[src/rtl/pic_pkg.sv]
package pic_pkg;
  localparam int unsigned NCH   = 16;
  localparam int unsigned BYTE  = 8;
  localparam int unsigned CHW   = $clog2(NCH);
  localparam int unsigned NPORT = NCH - BYTE;

  typedef enum logic [3:0] {
    A_GPDAT = 4'h0,
    A_EDGE  = 4'h1,
    A_DIR   = 4'h2,
    A_ENA_H = 4'h3,
    A_ENA_L = 4'h4,
    A_PND_H = 4'h5,
    A_PND_L = 4'h6,
    A_SRV_H = 4'h7,
    A_SRV_L = 4'h8,
    A_MSK_H = 4'h9,
    A_MSK_L = 4'hA,
    A_VEC   = 4'hB
  } pic_addr_e;
endpackage

[src/rtl/pic_gpio_port.sv]
module pic_gpio_port #(
  parameter int unsigned W     = 8,
  parameter int unsigned SYNC  = 2
) (
  input  logic         clk,
  input  logic         rst_ni,
  input  logic         we_dat,
  input  logic         we_edge,
  input  logic         we_dir,
  input  logic [W-1:0] wdata,
  input  logic [W-1:0] pin_in,
  output logic [W-1:0] dat_rd,
  output logic [W-1:0] edge_q,
  output logic [W-1:0] dir_q,
  output logic [W-1:0] out_q,
  output logic [W-1:0] evt
);
  logic [SYNC-1:0][W-1:0] sy_q, sy_n;
  logic [W-1:0] prev_q, prev_n;
  logic [W-1:0] edge_n, dir_n, out_n;
  logic [W-1:0] live, lvl_old, lvl_new;

  assign live = sy_q[SYNC-1];

  // synchronizer chain, next state
  always_comb begin
    sy_n[0] = pin_in;
    for (int k = 1; k < SYNC; k++) sy_n[k] = sy_q[k-1];
  end

  always_comb begin
    prev_n = live;
    edge_n = we_edge ? wdata : edge_q;
    dir_n  = we_dir  ? wdata : dir_q;
    out_n  = we_dat  ? ((wdata & dir_q) | (out_q & ~dir_q)) : out_q;
  end

  // both levels are judged with the present edge/direction setting so that
  // reprogramming them never fakes a transition
  assign lvl_old = (prev_q & ~dir_q) ^ edge_q;
  assign lvl_new = (live   & ~dir_q) ^ edge_q;
  assign evt     = lvl_old & ~lvl_new;
  assign dat_rd  = (live & ~dir_q) | (out_q & dir_q);

  always_ff @(posedge clk or negedge rst_ni) begin
    if (!rst_ni) begin
      sy_q   <= '0;
      prev_q <= '0;
      edge_q <= '0;
      dir_q  <= '0;
      out_q  <= '0;
    end else begin
      sy_q   <= sy_n;
      prev_q <= prev_n;
      edge_q <= edge_n;
      dir_q  <= dir_n;
      out_q  <= out_n;
    end
  end
endmodule

[src/rtl/pic_prio_pick.sv]
module pic_prio_pick #(
  parameter int unsigned N  = 16,
  parameter int unsigned IW = $clog2(N)
) (
  input  logic [N-1:0]  cand,
  output logic          any,
  output logic [IW-1:0] idx
);
  // ascending scan: the last set bit seen is the highest channel
  always_comb begin
    any = 1'b0;
    idx = '0;
    for (int i = 0; i < N; i++) begin
      if (cand[i]) begin
        any = 1'b1;
        idx = IW'(i);
      end
    end
  end
endmodule

[src/rtl/vect_irq_ctrl.sv]
module vect_irq_ctrl
  import pic_pkg::*;
#(
  parameter int unsigned SYNC_STAGES = 2
) (
  input  logic        clk,
  input  logic        rst_n,
  input  logic        reg_we,
  input  logic [3:0]  reg_addr,
  input  logic [7:0]  reg_wdata,
  output logic [7:0]  reg_rdata,
  input  logic [7:0]  src_evt,
  input  logic [7:0]  gpio_in,
  output logic [7:0]  gpio_out,
  output logic [7:0]  gpio_oe,
  output logic        irq_req,
  input  logic        irq_ack,
  output logic        irq_vec_vld,
  output logic [7:0]  irq_vec
);
  // reset: asserted asynchronously, released on the clock
  logic [1:0] rsy_q;
  logic       rst_q_n;
  always_ff @(posedge clk or negedge rst_n) begin
    if (!rst_n) rsy_q <= '0;
    else        rsy_q <= {rsy_q[0], 1'b1};
  end
  assign rst_q_n = rsy_q[1];

  // write decode
  logic we_dat, we_edge, we_dir, we_ena_h, we_ena_l, we_pnd_h, we_pnd_l;
  logic we_srv_h, we_srv_l, we_msk_h, we_msk_l, we_vec;
  always_comb begin
    we_dat   = reg_we && (reg_addr == A_GPDAT);
    we_edge  = reg_we && (reg_addr == A_EDGE);
    we_dir   = reg_we && (reg_addr == A_DIR);
    we_ena_h = reg_we && (reg_addr == A_ENA_H);
    we_ena_l = reg_we && (reg_addr == A_ENA_L);
    we_pnd_h = reg_we && (reg_addr == A_PND_H);
    we_pnd_l = reg_we && (reg_addr == A_PND_L);
    we_srv_h = reg_we && (reg_addr == A_SRV_H);
    we_srv_l = reg_we && (reg_addr == A_SRV_L);
    we_msk_h = reg_we && (reg_addr == A_MSK_H);
    we_msk_l = reg_we && (reg_addr == A_MSK_L);
    we_vec   = reg_we && (reg_addr == A_VEC);
  end

  // port
  logic [BYTE-1:0] port_rd, edge_q, dir_q, out_q, port_evt;
  pic_gpio_port #(.W(BYTE), .SYNC(SYNC_STAGES)) u_port (
    .clk    (clk),
    .rst_ni (rst_q_n),
    .we_dat (we_dat),
    .we_edge(we_edge),
    .we_dir (we_dir),
    .wdata  (reg_wdata),
    .pin_in (gpio_in),
    .dat_rd (port_rd),
    .edge_q (edge_q),
    .dir_q  (dir_q),
    .out_q  (out_q),
    .evt    (port_evt)
  );
  assign gpio_out = out_q;
  assign gpio_oe  = dir_q;

  // channel state
  logic [NCH-1:0] ena_q, ena_n, pend_q, pend_n, msk_q, msk_n, isr_q, isr_n;
  logic [4:0]     vreg_q, vreg_n;
  logic           req_q, req_n, vld_q, vld_n;
  logic [CHW-1:0] ch_q, ch_n, cur_ch, pick_idx;
  logic [7:0]     vec_q, vec_n;
  logic [NCH-1:0] evt_all, cand;
  logic           cand_any, ack_go, sw_mode;

  assign evt_all = {src_evt, port_evt};
  assign cand    = pend_q & msk_q;
  assign sw_mode = vreg_q[0];
  assign ack_go  = irq_ack && req_q;

  pic_prio_pick #(.N(NCH), .IW(CHW)) u_pick (
    .cand(cand),
    .any (cand_any),
    .idx (pick_idx)
  );

  assign cur_ch = cand_any ? pick_idx : ch_q;

  always_comb begin
    ena_n = ena_q;
    if (we_ena_h) ena_n[NCH-1:BYTE] = reg_wdata;
    if (we_ena_l) ena_n[BYTE-1:0]   = reg_wdata;

    msk_n = msk_q;
    if (we_msk_h) msk_n[NCH-1:BYTE] = reg_wdata;
    if (we_msk_l) msk_n[BYTE-1:0]   = reg_wdata;

    pend_n = pend_q | (evt_all & ena_q);
    if (we_ena_h || we_ena_l) pend_n = pend_n & ena_n;
    if (we_pnd_h) pend_n = pend_n & {reg_wdata, {BYTE{1'b1}}};
    if (we_pnd_l) pend_n = pend_n & {{BYTE{1'b1}}, reg_wdata};
    if (ack_go)   pend_n[cur_ch] = 1'b0;

    isr_n = isr_q;
    if (we_srv_h) isr_n[NCH-1:BYTE] = reg_wdata;
    if (we_srv_l) isr_n[BYTE-1:0]   = reg_wdata;
    if (we_vec && !reg_wdata[3]) isr_n = '0;
    if (ack_go && sw_mode) isr_n[cur_ch] = 1'b1;

    vreg_n = we_vec ? reg_wdata[7:3] : vreg_q;

    if (ack_go)                                   req_n = 1'b0;
    else if (!req_q && cand_any && isr_q == '0)   req_n = 1'b1;
    else                                          req_n = req_q;

    ch_n  = cur_ch;
    vld_n = ack_go;
    vec_n = ack_go ? {vreg_q[4:1], cur_ch} : vec_q;
  end

  always_ff @(posedge clk or negedge rst_q_n) begin
    if (!rst_q_n) begin
      ena_q  <= '0;
      pend_q <= '0;
      msk_q  <= '0;
      isr_q  <= '0;
      vreg_q <= '0;
      req_q  <= 1'b0;
      ch_q   <= '0;
      vld_q  <= 1'b0;
      vec_q  <= '0;
    end else begin
      ena_q  <= ena_n;
      pend_q <= pend_n;
      msk_q  <= msk_n;
      isr_q  <= isr_n;
      vreg_q <= vreg_n;
      req_q  <= req_n;
      ch_q   <= ch_n;
      vld_q  <= vld_n;
      vec_q  <= vec_n;
    end
  end

  assign irq_req     = req_q;
  assign irq_vec_vld = vld_q;
  assign irq_vec     = vec_q;

  // read mux
  always_comb begin
    case (reg_addr)
      A_GPDAT: reg_rdata = port_rd;
      A_EDGE:  reg_rdata = edge_q;
      A_DIR:   reg_rdata = dir_q;
      A_ENA_H: reg_rdata = ena_q[NCH-1:BYTE];
      A_ENA_L: reg_rdata = ena_q[BYTE-1:0];
      A_PND_H: reg_rdata = pend_q[NCH-1:BYTE];
      A_PND_L: reg_rdata = pend_q[BYTE-1:0];
      A_SRV_H: reg_rdata = isr_q[NCH-1:BYTE];
      A_SRV_L: reg_rdata = isr_q[BYTE-1:0];
      A_MSK_H: reg_rdata = msk_q[NCH-1:BYTE];
      A_MSK_L: reg_rdata = msk_q[BYTE-1:0];
      A_VEC:   reg_rdata = {vreg_q, 3'b000};
      default: reg_rdata = '0;
    endcase
  end
endmodule

[config.mk]
export PLATFORM = sky130hd
export DESIGN_NAME = vect_irq_ctrl
export DESIGN_NICKNAME = d
export VERILOG_FILES = /design/src/rtl/pic_pkg.sv /design/src/rtl/pic_gpio_port.sv /design/src/rtl/pic_prio_pick.sv /design/src/rtl/vect_irq_ctrl.sv
export SDC_FILE = /design/constraint.sdc
export NUM_CORES = 1
export LEC_CHECK = 0
export BUFFER_PORTS_ARGS = -buffer_cell sky130_fd_sc_hd__buf_2
export CORE_MARGIN = 2
export CORE_UTILIZATION = 40
export CTS_CLUSTER_DIAMETER = 30
export DETAILED_ROUTE_END_ITERATION = 6
export GPL_TIMING_DRIVEN = 1
export SKIP_CTS_REPAIR_TIMING = 1
export SLEW_MARGIN = 30
export SYNTH_ARGS = -nofsm -noshare
export SYNTH_HDL_FRONTEND = slang
export SYNTH_HIERARCHICAL = 1
export SYNTH_SLANG_ARGS = --single-unit
[constraint.sdc]
create_clock -name clk -period 4.59 [get_ports clk]
set_clock_uncertainty 0.1 [all_clocks]
set_input_delay 0.2295 -clock clk [delete_from_list [all_inputs] [get_ports clk]]
set_output_delay 0.2295 -clock clk [all_outputs]
set_load 0.01 [all_outputs]
==> results_dict.tcl <==
set metrics [dict create \
    grt_pass1_vias 5224 \
    cts_root_buf "clkbuf_16" \
    crit_required_ns 4.74 \
    setup_violations 0 \
    n_antenna_cell 0 \
    ios 66 \
    cts_sinks 133 \
    ys_warn_count 6 \
    antenna_found_initial 0 \
    synth_area_leaders "dfrtp_1 50%, mux2i_1 6.6%, mux2_1 5.4%, mux2_2 4.9%, mux4_2 2.4%" \
    layout_min_cycle_time_ns 3.36 \
    hold_class "in2async" \
    start_util 0.407 \
    setup_ws_ns 1.23 \
    cp_max_fo 10 \
    synthesis.instances 577 \
    post_synth.cell_area_avg_um2 11.6 \
    synth_edf_count 0 \
    grt_pass1_wl_um 31200 \
    syn_nets 609 \
    grt_usage 0.237 \
    cts_inserted_buffers 17 \
    gp_congestion 0.951 \
    mostFrequentLayoutCell "dfrtp_1" \
    rsz0062_at_grt "false" \
    coreArea_um2 16500 \
    syn_area_um2 6700 \
    layout_common_cells "132 x dfrtp_1, 65 x buf_2, 44 x mux2i_1, 36 x nand2_1, 32 x mux2_1" \
    async_reset_ff_frac 1.00 \
    drt_iter0_markers 459 \
    startpoint_type "flip-flop" \
    drive_gt1_frac 0.228 \
    crit_arrival_ns 3.51 \
    maxSlewViolCount 0 \
    yosys.area.top_type_share 0.497 \
    path_class "reg2reg" \
    cts_tree "yes" \
    hpwl_um 14400 \
    postRouteAntennaNets 0 \
    htreeDepth 4 \
    worst_slew_pin_slew_ns 1.01 \
    drcViolationCount 0 \
    timing.fmax_ghz 0.297 \
    status "finished, final reports clean" \
    avgViaCountPerCell 5.94 \
    total_power_mw 3.95 \
    synth_seq_area_share 0.497 \
    port_buffers 65 \
    die_w_um 133 \
    rows 47 \
    grt-ovfl-total 0 \
    tns_ns 0 \
    dr.pass1.iters 5 \
    yosysUniqueCellTypes 58 \
    vdd_drop_max_v 0.000294 \
    end_kind "flip-flop" \
    vias 5219 \
    final_nets 678 \
    synth_flop_cell "dfrtp_1" \
    die_area_um2 17800 \
    finalHoldViolCount 0 \
    grt_max_degree 47 \
    p_leak_nw 3.61 \
    cellPowerDensity_nw_per_um2 506 \
    post-route-period-util 0.733 \
    routedWlPerCell_um 23.2 \
    clk_path_buf_depth 2 \
    synthToLayoutAreaGrowth_pct 16.7 \
    clk_pin_slew_worst_paths_ns 0.06 \
    relSlewSlack 0.325 \
    die_height_um 133 \
    synth_top_area_cell "dfrtp_1" \
    max_cap_viol_count 0 \
    post-place-ws_ns 1.32 \
    insertion_delay_ns 0.43 \
    yosys_register_bits 133 \
    totalWireLength_um 20400 \
]
-- report_power, final --
part / leakage, nW / switching, mW / internal [mW] / total (mW)
sequential: 1.61 / 0.243 / 1.45 / 1.69
clock: 0.263 / 0.523 / 0.740 / 1.26
combinational: 1.74 / 0.543 / 0.452 / 0.995
-- stage by stage --
stage / utilization / instances / hold WS (ns) / cell area (um^2)
after floorplan: - / 577 / -0.166 / 6700
after detailed placement: 0.435 / 837 / -0.0828 / 7170
after CTS: 0.468 / 868 / -0.534 / 7710
final: 0.474 / 878 / 0.0123 / 7810
after global routing: 0.474 / 878 / 0.00743 / 7810
after global placement: 0.435 / 837 / -0.0849 / 7160
-- flip-flops by register name (all words and copies together) (netlist names), 5 cells and up, named ones only --
register and flops:
u_port/live 8, u_port/sy_n 8, u_port/edge_q 8, irq_vec 8, ena_q 16, u_port/dir_q 8
u_port/prev_q 8, vreg_q 5, pend_q 16, isr_q 16, msk_q 16
-- synthesized netlist by cell type, types with 9 or more instances --
cell and count:
a221oi_1 16, a21o_1 16, o21ai_0 20, o22ai_1 19
and2_1 16, buf_2 19, mux2i_1 44, a21oi_1 14
inv_1 25, mux2_2 29, nor2_1 22, nand3b_1 9
nor2b_1 9, dfrtp_1 133, nand2_1 36, or3b_1 9
mux2_1 32
-- cell families after synthesis --
family / share of synthesized area
buf+inv: 0.0439
mux: 0.192
simple gates: 0.133
flops: 0.497
other cells: 0.000560
compound gates: 0.133
-- layer usage --
| metal | share of wire | routed length [um] | vias to the layer above | track usage |
|---|---|---|---|---|
| li1 | - | - | 2296 | - |
| met1 | 0.43 | 8710 | 2671 | 0.307 |
| met2 | 0.48 | 9860 | 208 | 0.382 |
| met3 | 0.058 | 1180 | 44 | 0.0525 |
| met4 | 0.030 | 605 | 0 | 0.107 |
| met5 | 0 | 0 | - | 0 |
-- worst paths after layout --
kind / from / cells after the start / slack [ns] / to
max reg2reg: msk_q[12] / 7 / 1.23 / pend_q[13]
min reg2reg: rsy_q[1] / 0 / 0.24 / pend_q[15]
min in group clk: src_evt[3] / 4 / 0.10 / pend_q[11]
max in group asynchronous: rsy_q[1] / 1 / 3.10 / ena_q[3]
min: rst_n / 2 / 0.01 / rsy_q[1]
max: msk_q[12] / 7 / 1.23 / pend_q[13]
-- worst max-delay path, stage by stage (launching register included) --
cell,delay (ns)
dfrtp_1,0.39
and2_1,0.21
nor4_1,0.50
nand4_1,0.50
mux2i_1,0.59
inv_1,0.20
nor2_1,0.50
a221oi_1,0.20
-- area by class of cell --
type                       instances  area, um^2
clock inverter                    12         109
tap                              220         275
inverter                          25        93.8
multi-input combinational        388        3100
timing repair buffer              81         470
clock buffer                      19         433
sequential                       133        3330
fill                            1531        8660
No activity file was read; power rests on OpenSTA's default activity.
